`config.mk`:
```
export PLATFORM = sky130hd
export DESIGN_NAME = accel_ctl_status
export DESIGN_NICKNAME = d
export VERILOG_FILES = /design/src/rtl/acs_pkg.sv /design/src/rtl/acs_init.sv /design/src/rtl/acs_seq.sv /design/src/rtl/acs_flags.sv /design/src/rtl/accel_ctl_status.sv
export SDC_FILE = /design/constraint.sdc
export NUM_CORES = 1
export LEC_CHECK = 0
export CAP_MARGIN = 15
export CORE_MARGIN = 8
export CORE_UTILIZATION = 35
export CTS_BUF_LIST = sky130_fd_sc_hd__clkbuf_8
export CTS_CLUSTER_DIAMETER = 60
export CTS_CLUSTER_SIZE = 25
export DETAILED_ROUTE_END_ITERATION = 7
export MAX_ROUTING_LAYER = met4
export PLACE_DENSITY = 0.74
export SYNTH_ARGS = -nofsm -noshare
export SYNTH_HDL_FRONTEND = slang
export SYNTH_SLANG_ARGS = --single-unit
```
`constraint.sdc`:
```
create_clock -name clk -period 3.49 [get_ports clk]
set_input_delay 0.8725 -clock clk [delete_from_list [all_inputs] [get_ports clk]]
set_output_delay 0.8725 -clock clk [all_outputs]
set_load 0.02 [all_outputs]
```
`src/rtl/acs_pkg.sv`:
```
package acs_pkg;
  typedef enum logic [1:0] {
    ST_IDLE  = 2'd0,
    ST_RUN   = 2'd1,
    ST_ABORT = 2'd2
  } acs_state_e;

  localparam int unsigned ERR_N    = 3;
  localparam int unsigned ERR_RAM  = 0;
  localparam int unsigned ERR_ADDR = 1;
  localparam int unsigned ERR_OP   = 2;
endpackage

```
`src/rtl/acs_init.sv`:
```
module acs_init #(
  parameter int unsigned INIT_CYCLES = 8
) (
  input  logic clk,
  input  logic rst_n,
  input  logic enable_i,
  input  logic rng_ok_i,
  input  logic limited_cfg_i,
  output logic init_ok_o,
  output logic limited_o
);
  localparam int unsigned CW = $clog2(INIT_CYCLES + 1);
  localparam logic [CW-1:0] CNT_MAX = CW'(INIT_CYCLES);

  logic [CW-1:0] cnt_q, cnt_n;
  logic          en_q;
  logic          lim_q, lim_n;

  always_comb begin
    cnt_n = cnt_q;
    if (!(enable_i && rng_ok_i)) begin
      cnt_n = '0;
    end else if (cnt_q != CNT_MAX) begin
      cnt_n = cnt_q + 1'b1;
    end
    lim_n = lim_q;
    if (enable_i && !en_q) begin
      lim_n = limited_cfg_i;
    end
  end

  always_ff @(posedge clk or negedge rst_n) begin
    if (!rst_n) begin
      cnt_q <= '0;
      en_q  <= 1'b0;
      lim_q <= 1'b0;
    end else begin
      cnt_q <= cnt_n;
      en_q  <= enable_i;
      lim_q <= lim_n;
    end
  end

  assign init_ok_o = (cnt_q == CNT_MAX);
  assign limited_o = lim_q;
endmodule

```
`src/rtl/acs_seq.sv`:
```
module acs_seq
  import acs_pkg::*;
#(
  parameter int unsigned OPC_W        = 6,
  parameter logic [(1<<OPC_W)-1:0] LEGAL_MASK = 64'h0000_00FF_0000_FFFF,
  parameter int unsigned LIMITED_OP   = 'h26,
  parameter int unsigned ABORT_CYCLES = 4
) (
  input  logic             clk,
  input  logic             rst_n,
  input  logic             start_i,
  input  logic [OPC_W-1:0] opcode_i,
  input  logic             init_ok_i,
  input  logic             limited_i,
  input  logic             core_done_i,
  output logic             busy_o,
  output logic             accept_o,
  output logic             illegal_o,
  output logic             done_o
);
  localparam int unsigned AW = (ABORT_CYCLES > 1) ? $clog2(ABORT_CYCLES) : 1;
  localparam logic [AW-1:0] ABORT_LOAD = AW'(ABORT_CYCLES - 1);
  localparam logic [OPC_W-1:0] LIM_CODE = OPC_W'(LIMITED_OP);

  acs_state_e    st_q, st_n;
  logic [AW-1:0] cnt_q, cnt_n;
  logic          legal;

  assign legal     = LEGAL_MASK[opcode_i] && (!limited_i || (opcode_i == LIM_CODE));
  assign accept_o  = start_i && init_ok_i && (st_q == ST_IDLE);
  assign illegal_o = accept_o && !legal;
  assign done_o    = ((st_q == ST_RUN) && core_done_i) ||
                     ((st_q == ST_ABORT) && (cnt_q == '0));
  assign busy_o    = (st_q != ST_IDLE);

  always_comb begin
    st_n  = st_q;
    cnt_n = cnt_q;
    case (st_q)
      ST_IDLE: begin
        if (accept_o) begin
          if (legal) begin
            st_n = ST_RUN;
          end else begin
            st_n  = ST_ABORT;
            cnt_n = ABORT_LOAD;
          end
        end
      end
      ST_RUN: begin
        if (core_done_i) st_n = ST_IDLE;
      end
      ST_ABORT: begin
        if (cnt_q == '0) st_n = ST_IDLE;
        else             cnt_n = cnt_q - 1'b1;
      end
      default: st_n = ST_IDLE;
    endcase
  end

  always_ff @(posedge clk or negedge rst_n) begin
    if (!rst_n) begin
      st_q  <= ST_IDLE;
      cnt_q <= '0;
    end else begin
      st_q  <= st_n;
      cnt_q <= cnt_n;
    end
  end
endmodule

```
`src/rtl/acs_flags.sv`:
```
module acs_flags #(
  parameter int unsigned N = 3
) (
  input  logic         clk,
  input  logic         rst_n,
  input  logic [N-1:0] set_i,
  input  logic [N-1:0] clr_i,
  output logic [N-1:0] flag_o
);
  logic [N-1:0] flag_q, flag_n;

  for (genvar i = 0; i < N; i++) begin : g_flag
    always_comb begin
      flag_n[i] = set_i[i] | (flag_q[i] & ~clr_i[i]);
    end

    always_ff @(posedge clk or negedge rst_n) begin
      if (!rst_n) flag_q[i] <= 1'b0;
      else        flag_q[i] <= flag_n[i];
    end
  end

  assign flag_o = flag_q;
endmodule

```
`src/rtl/accel_ctl_status.sv`:
```
module accel_ctl_status
  import acs_pkg::*;
#(
  parameter int unsigned OPC_W        = 6,
  parameter logic [(1<<OPC_W)-1:0] LEGAL_MASK = 64'h0000_00FF_0000_FFFF,
  parameter int unsigned LIMITED_OP   = 'h26,
  parameter int unsigned ABORT_CYCLES = 4,
  parameter int unsigned INIT_CYCLES  = 8
) (
  input  logic             clk,
  input  logic             rst_n,
  input  logic             enable_i,
  input  logic             rng_ok_i,
  input  logic             limited_cfg_i,
  input  logic             start_i,
  input  logic [OPC_W-1:0] opcode_i,
  input  logic             core_done_i,
  input  logic             ram_acc_i,
  input  logic             unmapped_acc_i,
  input  logic             clr_ram_err_i,
  input  logic             clr_addr_err_i,
  input  logic             clr_op_err_i,
  input  logic             clr_end_i,
  output logic             busy_o,
  output logic             end_op_o,
  output logic             init_ok_o,
  output logic             limited_o,
  output logic             ram_err_o,
  output logic             addr_err_o,
  output logic             op_err_o
);
  logic [1:0]       rst_sync_q;
  logic             rst_int_n;
  logic             accept, illegal, done;
  logic             end_q, end_n;
  logic [ERR_N-1:0] err_set, err_clr, err_flags;

  always_ff @(posedge clk or negedge rst_n) begin
    if (!rst_n) rst_sync_q <= 2'b00;
    else        rst_sync_q <= {rst_sync_q[0], 1'b1};
  end
  assign rst_int_n = rst_sync_q[1];

  acs_init #(.INIT_CYCLES(INIT_CYCLES)) u_init (
    .clk           (clk),
    .rst_n         (rst_int_n),
    .enable_i      (enable_i),
    .rng_ok_i      (rng_ok_i),
    .limited_cfg_i (limited_cfg_i),
    .init_ok_o     (init_ok_o),
    .limited_o     (limited_o)
  );

  acs_seq #(
    .OPC_W        (OPC_W),
    .LEGAL_MASK   (LEGAL_MASK),
    .LIMITED_OP   (LIMITED_OP),
    .ABORT_CYCLES (ABORT_CYCLES)
  ) u_seq (
    .clk         (clk),
    .rst_n       (rst_int_n),
    .start_i     (start_i),
    .opcode_i    (opcode_i),
    .init_ok_i   (init_ok_o),
    .limited_i   (limited_o),
    .core_done_i (core_done_i),
    .busy_o      (busy_o),
    .accept_o    (accept),
    .illegal_o   (illegal),
    .done_o      (done)
  );

  always_comb begin
    err_set           = '0;
    err_set[ERR_RAM]  = ram_acc_i && busy_o;
    err_set[ERR_ADDR] = unmapped_acc_i;
    err_set[ERR_OP]   = illegal;
    err_clr           = '0;
    err_clr[ERR_RAM]  = clr_ram_err_i;
    err_clr[ERR_ADDR] = clr_addr_err_i;
    err_clr[ERR_OP]   = clr_op_err_i;
  end

  acs_flags #(.N(ERR_N)) u_flags (
    .clk    (clk),
    .rst_n  (rst_int_n),
    .set_i  (err_set),
    .clr_i  (err_clr),
    .flag_o (err_flags)
  );

  always_comb begin
    end_n = end_q;
    if (done)                        end_n = 1'b1;
    else if (clr_end_i || accept)    end_n = 1'b0;
  end

  always_ff @(posedge clk or negedge rst_int_n) begin
    if (!rst_int_n) end_q <= 1'b0;
    else            end_q <= end_n;
  end

  assign end_op_o   = end_q;
  assign ram_err_o  = err_flags[ERR_RAM];
  assign addr_err_o = err_flags[ERR_ADDR];
  assign op_err_o   = err_flags[ERR_OP];
endmodule

```
After elaboration in Yosys (flattened, before gate mapping)
Memory sizes are Yosys's and may differ from the RTL's.
Cells that the tools add are included.
{"block": "totals", "ff_bits": 16, "romBits": 64, "output_inout_bits": 7, "wordCells": 70, "mem_count": 1}
{"block": "classes", "n_addsub": 2, "magnitude_cmp": 1, "n_eq_ne": 11, "muxes": 14, "bitwise": 9, "reduce_logical": 22}
{"name": "(name not given)", "words": 64, "word_bits": 1, "rd": 1, "rd_ports_with_merged_regs": 0, "write_ports": 0, "line_no": "acs_seq.sv:29", "rtl": "assign legal = LEGAL_MASK[opcode_i] && (!limited_i || (opcode_i == LIM_CODE));"}
{"op": "2-bit 2-to-1 mux", "n": 7}
{"op": "2-bit inequality test (second input constant)", "n": 6}
{"op": "1-bit logical AND", "n": 9}
{"op": "4-bit 2-to-1 mux", "n": 2}
{"op": "6-bit by 7-bit < comparator with 1-bit output (second input constant)", "n": 1}
{"op": "6-bit == test (second input constant)", "n": 1}
{"op": "2-bit case mux with 3 select lines", "n": 1}
{"op": "2-bit nonzero test", "n": 3}
{"op": "4-bit by 1-bit adder with 4-bit output (second input constant)", "n": 1}
{"op": "4-bit == test (second input constant)", "n": 1}
{"op": "2-bit zero test", "n": 2}
{"op": "4-bit inequality test (second input constant)", "n": 1}
{"op": "2-bit case mux with 2 select lines", "n": 1}
{"op": "4-bit AND reduction", "n": 1}
{"op": "1-bit AND", "n": 3}
{"op": "1-bit zero test", "n": 3}
{"op": "1-bit logical OR", "n": 3}
{"op": "1-bit 2-to-1 mux", "n": 3}
{"op": "1-bit inverter", "n": 3}
{"op": "1-bit bitwise OR", "n": 3}
{"op": "3-bit AND reduction", "n": 1}
{"op": "2-bit by 1-bit == test with 1-bit output (second input constant)", "n": 1}
{"op": "2-bit == test (second input constant)", "n": 1}
{"op": "2-bit by 1-bit subtractor with 2-bit output (second input constant)", "n": 1}

Longest topological paths before layout
{"block": "depth", "word_depth": 6, "mapped_depth": 6, "mapped_depth_nobuf": 5}

Cells and area by module
Synthesis repeated with hierarchy kept, for this count alone.
{"block": "hier_totals", "hier_cells": 72, "hier_area_um2": 804.5}
{"module": "acs_init", "instances": 1, "cells_each": 28, "area_per_inst_um2": 329.1, "seq_area_each_um2": 150.1}
{"module": "acs_seq", "instances": 1, "cells_each": 28, "area_per_inst_um2": 270.3, "seq_area_each_um2": 100.1}
{"module": "acs_flags", "instances": 1, "cells_each": 9, "area_per_inst_um2": 108.9, "seq_area_each_um2": 75.1}
{"module": "accel_ctl_status", "instances": 1, "cells_each": 7, "area_per_inst_um2": 96.3, "seq_area_each_um2": 75.1}

Worst setup path after synthesis
Ideal clock, no wire load.
{"block": "synth_path", "kind": "reg2out", "startpoint": "reg u_init.cnt_q[0]", "endpoint": "out init_ok_o", "t_arrival_ns": 0.959, "required_time_ns": 2.618, "path_slack_ns": 1.658, "path_stages_with_launch": 5, "path_buffers": 1, "path_cell_list": "dfrtp_1 > inv_1 > ha_1 > and3b_2 > buf_4"}
{"block": "synth_via", "elab_chain_len": 1}
{"item": "from (decl)", "line_no": "acs_init.sv:15", "rtl": "logic [CW-1:0] cnt_q, cnt_n;"}
{"item": "from (signal assigned)", "line_no": "acs_init.sv:38", "rtl": "cnt_q <= cnt_n;"}
{"item": "4-bit == test", "line_no": "acs_init.sv:44", "rtl": "assign init_ok_o = (cnt_q == CNT_MAX);"}
{"item": "to (decl)", "line_no": "accel_ctl_status.sv:26", "rtl": "output logic init_ok_o,"}
Every way passes these cells.

Final worst setup path
Same ends and word-level chain as after synthesis.

==> results by group <==
Status
  • Result of the run: finished, final reports clean

Floorplan
  • Number of top-level pins: 26
  • Area of the placeable core: roughly 2000 µm²
  • Die outline width: approximately 62 µm
  • Die extent in y: 61.81 µm
  • Die footprint: 3820 µm²
  • Initial Util: 37.44%
  • Std cell rows: 16

Synthesis
  • Synth Area per Inst: 11.13 µm²
  • Portion of netlist area occupied by mux cells: 2.896%
  • Post-synthesis sequential element count: 16
  • Net count after synthesis: 88
  • Share of the synthesized area in compound gates (AO/OA/AOI/OAI): a little over an eighth
  • Cell types with the largest area share after synthesis: sky130_fd_sc_hd__dfrtp_1, sky130_fd_sc_hd__ha_1, sky130_fd_sc_hd__inv_1
  • Netlist cell types: 27
  • Combinational family with the most area after synthesis: compound AO/OA/AOI/OAI gates
  • Fraction of registers with async set/reset: 100.0%
  • Cell area after synthesis: between 700 and 800 µm²
  • EDFF count, synth: 0
  • Post-synthesis sequential area ratio: a little over half
  • Synthesis warning total: 0
  • Number of instances in the synthesized netlist: 66
  • Adder-Cell Fraction of Synth Area: under 10%
  • Area share of the largest cell type after synthesis: between 50% and 60%
  • Xor/xnor share of the synthesized area: roughly 4.8%
  • Biggest area consumer among synthesized cells: sky130_fd_sc_hd__dfrtp_1
  • Main synth FF type: sky130_fd_sc_hd__dfrtp_1
  • Simple-gate share of the synthesized area: around an eighth

Layout
  • Final #Nets: between 100 and 150
  • Sequential Area: ~400 µm²
  • Fillers: 200
  • Final instance area: between 1000 and 1500 µm²
  • Layout cells sized above 1: 6.452%
  • Layout overhead on the synthesized area: 43.27%
  • Area occupied by multi-input gates: slightly below 300 µm²
  • N_diodes: 0

STA
  • RSZ-0062 raised after global routing: false
  • Measured slew at the worst slew-check pin: about 0.56 ns
  • Worst slew margin: between 60 and 70%
  • Fin crit share: ~77%
  • Worst Setup Slack, final: approximately 0.81 ns
  • Final worst clock skew: approximately 0.004 ns
  • Final count of negative-setup-slack endpoints: 0
  • Final setup TNS: 0 ns
  • FMAX: ~370 MHz
  • Final critical delay including setup and external delays: around 2.7 ns
  • Fin. max-slew vios: 0
  • Final count of hold timing violations: 0

Hold path
  • Hold/Removal Path Class: flip-flop to async pin

Route
  • Antenna Nets Post-Route: 0
  • Post-detailed-route wirelength per cell: between 10 and 15 µm
  • Total routed wirelength: roughly 1600 µm
  • Post-route DRC violation count: 0
  • Post-detailed-route via-to-cell ratio: 4.758
  • Number of vias after detailed routing: about 570
  • Initial DRC count: 3
  • First-pass iteration count of the detailed router: 4

GRT
  • Vias in the first global route: between 600 and 700
  • Total gr overflow: 0
  • Maximum number of pins on one net before global-route repair: 15
  • Initial antenna violation count: 0
  • Wire length of the first global-routing pass: 2670 µm
  • Overall Global Routing Usage: 9.526%

Place
  • HPWL after detailed placement: between 1000 and 1500 µm
  • Post-placement cell area: 1011 µm²
  • Routability congestion estimate: 0.7768
  • Worst setup slack before clock tree synthesis: 1.061 ns
  • Count of input and output buffers: 25

Clock tree
  • Post-cts repair resize count: 0
  • Later-pin clock latency in the skew report: approximately 0.24 ns
  • Clock tree from TritonCTS: yes
  • CTS Hold Bufs: 0
  • Clk root buf: sky130_fd_sc_hd__clkbuf_8
  • CTS Buf Count: 3
  • Number of clock sinks: 16
  • Setup Fix Bufs, Post-CTS: 0
  • Number of buffers on the longest clock path: 2
  • Number of H-tree levels: 1
  • Clock Pin Slew Worst Setup and Hold Paths: approximately 0.060 ns

Setup path
  • Data arrival at the endpoint of the critical path: around 1.8 ns
  • Cell type of the slowest stage on the worst timing path: sky130_fd_sc_hd__clkdlybuf4s50_1
  • Required time of the critical path: approximately 2.6 ns
  • Worst Path Max Fanout: 6
  • Top delay family on crit path: buffers and inverters
  • Crit-path cells: inv_1 -> ha_1 -> and3b_2 -> clkdlybuf4s50_1
  • Buffers and inverters on the worst path: 2
  • Crit end category: output port
  • Slowest stage delay, CP: 0.65 ns
  • Setup CP Type: flip-flop to output port
  • Worst setup SP type: flip-flop

Power and ir drop
  • Final Power: 0.4256 mW
  • Power density of the placed cells: between 400 and 500 nW/µm²
  • Cell leakage power: 0.4611 nW
  • Peak VDD IR: around 0.28 mV

Flow run
  • Max-cap violation count: 0
## where the power goes
part / internal (mW) / switching (mW)
registers: 0.203 / 0.0126
clock network: 0.0762 / 0.0533
logic: 0.0466 / 0.0343
## layout by cell type, fill, tap and decap left out, types with 2 or more instances in the layout
cell                              instances
sky130_fd_sc_hd__a21oi_1                  2
sky130_fd_sc_hd__clkbuf_8                 3
sky130_fd_sc_hd__clkdlybuf4s50_1         25
sky130_fd_sc_hd__dfrtp_1                 16
sky130_fd_sc_hd__ha_1                     3
sky130_fd_sc_hd__inv_1                   10
sky130_fd_sc_hd__nand2_1                  3
sky130_fd_sc_hd__nand3_1                  2
sky130_fd_sc_hd__nand4b_1                 2
sky130_fd_sc_hd__nor2_1                   4
sky130_fd_sc_hd__nor2b_1                  2
sky130_fd_sc_hd__nor3_1                   2
sky130_fd_sc_hd__o221ai_1                 2
sky130_fd_sc_hd__xnor2_1                  3
## kinds of logic (layout without fill, tap and decap cells)
group,Yosys count,in the layout
xor+xnor,4,4
other cells,1,1
flops,16,16
fa+ha+maj,3,3
mux,2,2
simple gates,17,17
compound gates,12,12
buf+inv,11,38
## final timing paths
kind                            slack (ns)  cells past startpoint            start        endpoint
worst max register to register        2.04                      5   u_seq.cnt_q[0]  u_seq.cnt_q[0]
worst min register to register        0.23                      0    rst_sync_q[1]  u_seq.cnt_q[1]
worst max-delay path                  0.81                      4  u_init.cnt_q[0]       init_ok_o
max in group asynchronous             2.58                      1            rst_n   rst_sync_q[1]
min in group clk                      0.35                      0    rst_sync_q[0]   rst_sync_q[1]
worst min-delay path                  0.23                      0    rst_sync_q[1]  u_seq.cnt_q[1]
## metal layers
layer  track usage [%]  vias to the layer above  wire length (µm)
met3             4.115                        0               103
met4            0.9740                        0                 0
met2             16.54                       16               817
met5                 -                        -                 0
met1             10.14                      276               629
li1                  -                      279                 -
## sequential cells by signal, indices dropped and copies added (netlist names)
| name | flops |
|---|---|
| rst_sync_q | 2 |
| u_flags.flag_o | 3 |
| u_seq.st_q | 2 |
| u_seq.cnt_q | 2 |
| u_init.cnt_q | 4 |
| u_init.en_q | 1 |
| end_op_o | 1 |
| u_init.limited_o | 1 |
## cell usage after synthesis, types with 2 or more instances
| library cell | count |
|---|---|
| sky130_fd_sc_hd__dfrtp_1 | 16 |
| sky130_fd_sc_hd__inv_1 | 10 |
| sky130_fd_sc_hd__nor2_1 | 4 |
| sky130_fd_sc_hd__ha_1 | 3 |
| sky130_fd_sc_hd__nand2_1 | 3 |
| sky130_fd_sc_hd__xnor2_1 | 3 |
| sky130_fd_sc_hd__a21oi_1 | 2 |
| sky130_fd_sc_hd__nand3_1 | 2 |
| sky130_fd_sc_hd__nand4b_1 | 2 |
| sky130_fd_sc_hd__nor2b_1 | 2 |
| sky130_fd_sc_hd__nor3_1 | 2 |
| sky130_fd_sc_hd__o221ai_1 | 2 |
## metrics by stage
step                      hold WS (ns)  cells  utilization, %
after floorplan                 0.1735     66               -
after global placement          0.2477    117           51.53
after detailed placement        0.2528    117           51.53
after CTS                       0.2521    120           53.64
after global routing            0.2933    120           53.64
final                           0.2268    120           53.64
## area by class of cell
class | instances | share of cell area, %
multi-input combinational | 39 | 27.47
inverter | 10 | 3.567
sequential | 16 | 38.05
clock buffer | 3 | 3.924
timing repair buffer | 25 | 23.78
tap | 27 | 3.210
Note: power is estimated with default switching activity, not from simulation.
